==> src/rtl/ncaPkg.sv <==
package ncaPkg;
  localparam int NCA_WORD_W  = 32;
  localparam int NCA_SLICE_W = 8;
  localparam int NCA_PASSES  = NCA_WORD_W / NCA_SLICE_W;
  localparam int NCA_PASS_W  = $clog2(NCA_PASSES);
  localparam int NCA_OP_W    = 3;
  localparam int NCA_CFG_W   = 32;
  localparam int NCA_R1_BASE = 4 * NCA_OP_W;
  localparam int NCA_R2_BASE = NCA_R1_BASE + 8;

  typedef enum logic [NCA_OP_W-1:0] {
    OP_PASS = 3'd0,
    OP_ADD  = 3'd1,
    OP_SUB  = 3'd2,
    OP_AND  = 3'd3,
    OP_OR   = 3'd4,
    OP_XOR  = 3'd5
  } ncaOp_t;

  typedef struct packed {
    logic                  load;
    logic                  step;
    logic                  firstPass;
    logic [NCA_PASS_W-1:0] passIdx;
  } ncaStrobe_t;
endpackage

==> src/rtl/ncaSliceAlu.sv <==
module ncaSliceAlu
  import ncaPkg::*;
#(
  parameter int SLICE_W = NCA_SLICE_W
) (
  input  ncaOp_t             op,
  input  logic [SLICE_W-1:0] a,
  input  logic [SLICE_W-1:0] b,
  input  logic               cin,
  output logic [SLICE_W-1:0] res,
  output logic               cout
);
  logic [SLICE_W-1:0] bEff;
  logic [SLICE_W:0]   sum;

  always_comb begin
    bEff = (op == OP_SUB) ? ~b : b;
    sum  = {1'b0, a} + {1'b0, bEff} + {{SLICE_W{1'b0}}, cin};
    cout = 1'b0;
    case (op)
      OP_ADD, OP_SUB: begin
        res  = sum[SLICE_W-1:0];
        cout = sum[SLICE_W];
      end
      OP_AND:  res = a & b;
      OP_OR:   res = a | b;
      OP_XOR:  res = a ^ b;
      default: res = a;
    endcase
  end
endmodule

==> src/rtl/ncaCtrl.sv <==
module ncaCtrl
  import ncaPkg::*;
#(
  parameter int PASSES = NCA_PASSES
) (
  input  logic       clk,
  input  logic       rstN,
  input  logic       start,
  input  logic       fitsNarrow,
  output ncaStrobe_t strb,
  output logic       done
);
  logic                  busyR;
  logic [NCA_PASS_W-1:0] passR;
  logic                  lastPass;
  logic                  finish;

  assign lastPass = (passR == NCA_PASS_W'(PASSES - 1));
  assign finish   = busyR && (((passR == '0) && fitsNarrow) || lastPass);

  always_ff @(posedge clk or negedge rstN) begin
    if (!rstN) begin
      busyR <= 1'b0;
      passR <= '0;
      done  <= 1'b0;
    end else begin
      done <= finish;
      if (start && !busyR) begin
        busyR <= 1'b1;
        passR <= '0;
      end else if (busyR) begin
        if (finish) busyR <= 1'b0;
        else        passR <= passR + 1'b1;
      end
    end
  end

  always_comb begin
    strb.load      = start && !busyR;
    strb.step      = busyR;
    strb.firstPass = (passR == '0);
    strb.passIdx   = passR;
  end
endmodule

==> src/rtl/ncaDatapath.sv <==
module ncaDatapath
  import ncaPkg::*;
#(
  parameter int WORD_W  = NCA_WORD_W,
  parameter int SLICE_W = NCA_SLICE_W
) (
  input  logic                 clk,
  input  logic                 rstN,
  input  ncaStrobe_t           strb,
  input  logic [NCA_CFG_W-1:0] cfgWord,
  input  logic [WORD_W-1:0]    inA,
  input  logic [WORD_W-1:0]    inB,
  input  logic [WORD_W-1:0]    inC,
  input  logic [WORD_W-1:0]    inD,
  output logic [WORD_W-1:0]    res0,
  output logic [WORD_W-1:0]    res1,
  output logic                 fitsNarrow
);
  localparam int N_IN   = 4;
  localparam int N_UNIT = 2;
  localparam int UPPER  = WORD_W - SLICE_W;

  logic [WORD_W-1:0]    opReg [N_IN];
  logic [NCA_CFG_W-1:0] cfgReg;
  logic [2*N_UNIT-1:0]  carryReg;
  logic [SLICE_W-1:0]   sliceIn [N_IN];

  ncaOp_t             r1Op [N_UNIT];
  logic [SLICE_W-1:0] r1A [N_UNIT], r1B [N_UNIT], r1Res [N_UNIT];
  logic               r1Cin [N_UNIT], r1Cout [N_UNIT];
  ncaOp_t             r2Op [N_UNIT];
  logic [SLICE_W-1:0] r2A [N_UNIT], r2B [N_UNIT], r2Res [N_UNIT];
  logic               r2Cin [N_UNIT], r2Cout [N_UNIT];

  always_comb begin
    for (int i = 0; i < N_IN; i++)
      sliceIn[i] = opReg[i][strb.passIdx*SLICE_W +: SLICE_W];
  end

  function automatic logic [SLICE_W-1:0] rowTwoPick(
    input logic [2:0] sel,
    input logic [SLICE_W-1:0] s0, s1, s2, s3, u0, u1
  );
    case (sel)
      3'd0:    return s0;
      3'd1:    return s1;
      3'd2:    return s2;
      3'd3:    return s3;
      3'd4:    return u0;
      3'd5:    return u1;
      default: return '0;
    endcase
  endfunction

  for (genvar u = 0; u < N_UNIT; u++) begin : gRowOne
    assign r1Op[u]  = ncaOp_t'(cfgReg[NCA_OP_W*u +: NCA_OP_W]);
    assign r1A[u]   = sliceIn[cfgReg[NCA_R1_BASE+4*u +: 2]];
    assign r1B[u]   = sliceIn[cfgReg[NCA_R1_BASE+4*u+2 +: 2]];
    assign r1Cin[u] = strb.firstPass ? (r1Op[u] == OP_SUB) : carryReg[u];
    ncaSliceAlu #(.SLICE_W(SLICE_W)) uAlu (
      .op(r1Op[u]), .a(r1A[u]), .b(r1B[u]), .cin(r1Cin[u]),
      .res(r1Res[u]), .cout(r1Cout[u])
    );
  end

  for (genvar u = 0; u < N_UNIT; u++) begin : gRowTwo
    assign r2Op[u]  = ncaOp_t'(cfgReg[NCA_OP_W*(u+2) +: NCA_OP_W]);
    assign r2A[u]   = rowTwoPick(cfgReg[NCA_R2_BASE+6*u +: 3], sliceIn[0],
                        sliceIn[1], sliceIn[2], sliceIn[3], r1Res[0], r1Res[1]);
    assign r2B[u]   = rowTwoPick(cfgReg[NCA_R2_BASE+6*u+3 +: 3], sliceIn[0],
                        sliceIn[1], sliceIn[2], sliceIn[3], r1Res[0], r1Res[1]);
    assign r2Cin[u] = strb.firstPass ? (r2Op[u] == OP_SUB) : carryReg[N_UNIT+u];
    ncaSliceAlu #(.SLICE_W(SLICE_W)) uAlu (
      .op(r2Op[u]), .a(r2A[u]), .b(r2B[u]), .cin(r2Cin[u]),
      .res(r2Res[u]), .cout(r2Cout[u])
    );
  end

  always_comb begin
    logic upperZero;
    logic neutral;
    upperZero = 1'b1;
    for (int i = 0; i < N_IN; i++)
      if (opReg[i][WORD_W-1 -: UPPER] != '0) upperZero = 1'b0;
    neutral = 1'b1;
    for (int u = 0; u < N_UNIT; u++) begin
      if ((r1Op[u] == OP_ADD &&  r1Cout[u]) || (r1Op[u] == OP_SUB && !r1Cout[u])) neutral = 1'b0;
      if ((r2Op[u] == OP_ADD &&  r2Cout[u]) || (r2Op[u] == OP_SUB && !r2Cout[u])) neutral = 1'b0;
    end
    fitsNarrow = upperZero && neutral;
  end

  always_ff @(posedge clk or negedge rstN) begin
    if (!rstN) begin
      for (int i = 0; i < N_IN; i++) opReg[i] <= '0;
      cfgReg   <= '0;
      carryReg <= '0;
      res0     <= '0;
      res1     <= '0;
    end else if (strb.load) begin
      opReg[0] <= inA;
      opReg[1] <= inB;
      opReg[2] <= inC;
      opReg[3] <= inD;
      cfgReg   <= cfgWord;
      carryReg <= '0;
      res0     <= '0;
      res1     <= '0;
    end else if (strb.step) begin
      carryReg <= {r2Cout[1], r2Cout[0], r1Cout[1], r1Cout[0]};
      res0[strb.passIdx*SLICE_W +: SLICE_W] <= r2Res[0];
      res1[strb.passIdx*SLICE_W +: SLICE_W] <= r2Res[1];
    end
  end
endmodule

==> src/rtl/ncaTop.sv <==
module ncaTop
  import ncaPkg::*;
#(
  parameter int WORD_W  = NCA_WORD_W,
  parameter int SLICE_W = NCA_SLICE_W
) (
  input  logic                 clk,
  input  logic                 rstN,
  input  logic                 start,
  input  logic [NCA_CFG_W-1:0] cfgWord,
  input  logic [WORD_W-1:0]    inA,
  input  logic [WORD_W-1:0]    inB,
  input  logic [WORD_W-1:0]    inC,
  input  logic [WORD_W-1:0]    inD,
  output logic [WORD_W-1:0]    resOut0,
  output logic [WORD_W-1:0]    resOut1,
  output logic                 done
);
  localparam int PASSES = WORD_W / SLICE_W;

  ncaStrobe_t ctrlStrb;
  logic       fitsNarrow;

  ncaCtrl #(.PASSES(PASSES)) uCtrl (
    .clk(clk), .rstN(rstN), .start(start), .fitsNarrow(fitsNarrow),
    .strb(ctrlStrb), .done(done)
  );

  ncaDatapath #(.WORD_W(WORD_W), .SLICE_W(SLICE_W)) uPath (
    .clk(clk), .rstN(rstN), .strb(ctrlStrb), .cfgWord(cfgWord),
    .inA(inA), .inB(inB), .inC(inC), .inD(inD),
    .res0(resOut0), .res1(resOut1), .fitsNarrow(fitsNarrow)
  );
endmodule

==> config.mk <==
export PLATFORM = sky130hd
export DESIGN_NAME = ncaTop
export DESIGN_NICKNAME = d
export VERILOG_FILES = /design/src/rtl/ncaPkg.sv /design/src/rtl/ncaSliceAlu.sv /design/src/rtl/ncaCtrl.sv /design/src/rtl/ncaDatapath.sv /design/src/rtl/ncaTop.sv
export SDC_FILE = /design/constraint.sdc
export NUM_CORES = 1
export LEC_CHECK = 0
export ABC_CLOCK_PERIOD_IN_PS = 10900
export BUFFER_PORTS_ARGS = -buffer_cell sky130_fd_sc_hd__buf_2
export CORE_MARGIN = 3
export CORE_UTILIZATION = 53
export DETAILED_ROUTE_END_ITERATION = 12
export GPL_TIMING_DRIVEN = 0
export PLACE_DENSITY = 0.77
export RECOVER_POWER = 25
export SLEW_MARGIN = 20
export SYNTH_ARGS = -nofsm -noshare
export SYNTH_HDL_FRONTEND = slang
export SYNTH_SLANG_ARGS = --single-unit
==> constraint.sdc <==
create_clock -name clk -period 10.9 [get_ports clk]
set_input_delay 2.18 -clock clk [delete_from_list [all_inputs] [get_ports clk]]
set_output_delay 2.18 -clock clk [all_outputs]
set_load 0.05 [all_outputs]
==> summary.txt <==
Outcome: finished, violations left
Total global routing overflow: 0
Crit share post-route: 71.4%
Clock Sink Count: 232
CP required: 11.29 ns
Mapped Nets: 1883
Clock buffer depth: 3
DRT Wirelength: 57800 um
Placed Cells: 2246
Crit path top cell by count: fa_1
Worst-path clk slew: 0.06 ns
PostCTS Resize Cnt: 0
Clk_lat worst skew: 0.56 ns
Mapped Area: 17100 um^2
Count leader, synth: dfrtp_1
Fin Hold WS: 0.479 ns
CTS tree: yes
Fin Setup TNS: 0 ns
Effective utilization at floorplan: 54.0%
Placer congestion estimate: 1.01
Input/output buffers: 227
CP Cell Sequence: buf_6 -> buf_4 -> inv_2 -> ha_1 -> clkbuf_1 -> mux2i_1 -> fa_1 -> or2_2 -> a32o_1 -> a221oi_1 -> and2_1 -> mux2i_1 -> o21ai_1 -> xnor2_1 -> fa_1 -> fa_1 -> nand2b_1 -> a21oi_1 -> a211oi_1 -> nor3_1 -> nor2_1 -> a21oi_1 -> o31ai_1
Worst reg2reg setup slack: 3.12 ns
1st-pass router iterations: 6
Yosys warning total: 0
Worst Hold Class: register to register
Clock Skews: 0.0259 ns
I/O pin total: 228
#FFs+latches synth: 232
Chip width: 186 um
First-pass GRT wire length: 88000 um
Layout Nets: 2140
Sequential cell area fraction in the yosys report: 33.9%
Max Cap Viol: 2
DP Worst Slack: 3.34 ns
Post-CTS Repair Setup Buffers: 0
Commonest cells post-synth: dfrtp_1 (232), mux2_2 (165), nand2_1 (154)
Final hold vios: 0
Number of distinct library cells after synthesis: 86
Failing checks: max-capacitance violations, max-slew violations
Startpoint Class: register
RSZ-0062 raised after global routing: false
Crit path DAT: 8.17 ns
Initial drt markers: 1696
Most common flop cell mapped by yosys: dfrtp_1
Layout area overhead: 14.8%
Pins Over Slew Limit: 133
Worst-margin pin slew: 3.72 ns
Post-Synthesis Cells: 1615
Min Tclk post-route: 7.78 ns
CTS Buf Count: 26
Setup-failing EPs final: 0
Worst Slack Setup Final: 3.12 ns
FP Rows: 65
HPWL reported at the end of detailed placement: 44900 um
CP Class: register to register
Rel. slew slack: -148%
Avg Vias per Cell: 6.58
CTS Hold Bufs: 0
CTS root buffer: clkbuf_16
Die Area: 34500 um^2
Drt drc: 0
Die height: 186 um
Critical-path top delay cell: nor3_1
Cell taking the most area after synthesis: dfrtp_1
Share of cells above drive strength 1: 30.3%
Slowest cell delay on critical path: 0.69 ns
Via count: 15100
Number of synthesized flops with an enable pin: 0
Post-synth ARST share: 100%
Core area: 31700 um^2
Achievable frequency: 0.129 GHz
Routed WL per cell: 25.2 um
Top area cells in the synthesized netlist: dfrtp_1 (34%), mux4_2 (12%), mux2_2 (11%), ha_1 (7.1%), nand2_1 (3.4%)
Post-route ant nets: 0
Largest net degree at the start of global routing: 103
Avg Cell Area, Syn: 10.6 um^2
# H-tree levels: 1
Max FO, Critical Path: 12
Non-filler instance count after layout: 2293
CP top delay family: compound AO/OA/AOI/OAI gates
Number of global-route vias before repair: 14900
Kind of end point of the critical path: register
Tot GR Track Use: 33.4%
Post-synth top area share: 33.9%
WP buf/inv: 4
Antenna violations before repair: 2
## cells in the final DEF (no fill, tap or decap), types with 9 or more instances in the layout
cell type  count
buf_2        237
dfrtp_1      232
mux2_2       165
nand2_1      154
ha_1          97
mux4_2        94
inv_1         76
a21oi_1       76
clkbuf_1      69
nor2_1        53
o21ai_0       51
mux2i_1       37
o21ai_1       36
xor2_1        31
o31ai_1       27
a21o_1        26
clkbuf_16     26
nand2b_1      24
nor4_1        24
o221ai_1      21
nor3_1        20
buf_1         15
nand3_1       15
nor2b_1       15
xnor2_1       14
a22oi_1       14
o21a_1        12
o32ai_1       12
a211oi_1      11
or3_1         11
a32o_1        11
and2_1        10
nand4_1        9
## worst reg2reg max path: cells and delay by family, from the launching register on
family | cells | cell delay (ns)
compound gates | 7 | 1.89
buf+inv | 4 | 1.44
flops | 1 | 0.50
xor+xnor | 1 | 0.17
fa+ha+maj | 4 | 1.61
simple gates | 5 | 1.55
mux | 2 | 0.47
## per-layer routing
metal  global-route usage (%)  share of wire [%]  wire, um
met1                     43.6                 39     22400
met2                     54.4                 47     27000
met3                     5.92                9.4      5460
met4                     15.7                5.2      3010
met5                        0              0.045        26
## stage by stage
stage	area, um^2	utilization [%]
after floorplan	17100	-
after global placement	18800	59.2
after detailed placement	18800	59.4
after CTS	19700	62.0
after global routing	19600	61.9
final	19600	61.9
## final timing paths
kind                                start                to  depth (start not counted)
setup / recovery           uCtrl.passR[0]    uPath.res1[20]                         23
hold / removal             uPath.res0[21]    uPath.res0[21]                          2
setup reg to reg           uCtrl.passR[0]    uPath.res1[20]                         23
hold reg to reg            uPath.res0[21]    uPath.res0[21]                          2
max in group asynchronous            rstN  uPath.cfgReg[25]                          2
min in group asynchronous            rstN     uPath.res1[9]                          1
## registers in the layout (all words and copies together), names as in the netlist
| name | count |
|---|---|
| uPath.opReg | 128 |
| uPath.cfgReg | 32 |
| uPath.res0 | 32 |
| uPath.res1 | 32 |
| uPath.carryReg | 4 |
| uCtrl.passR | 2 |
| uCtrl.busyR | 1 |
| uCtrl.done | 1 |
## area by class of cell
| class | instances | area [um^2] |
|---|---|---|
| Fill cell | 2596 | 12100 |
| Multi-Input combinational cell | 1200 | 10600 |
| Sequential cell | 232 | 5810 |
| Timing Repair Buffer | 229 | 1170 |
| Clock buffer | 36 | 768 |
| Tap cell | 402 | 503 |
| Buffer | 97 | 412 |
| Inverter | 86 | 323 |
| Clock inverter | 9 | 83.8 |
| Antenna cell | 2 | 5.00 |
## cell families after synthesis
logic type	count (synthesis)	synth area share, %
xor+xnor	45	2.30
mux	296	25.4
flops	232	33.9
fa+ha+maj	105	8.02
buf+inv	183	4.29
compound gates	377	15.3
simple gates	377	10.8
Power is not shown: default switching activity piles up to over one toggle a cycle in this logic, so the estimate is an artifact.
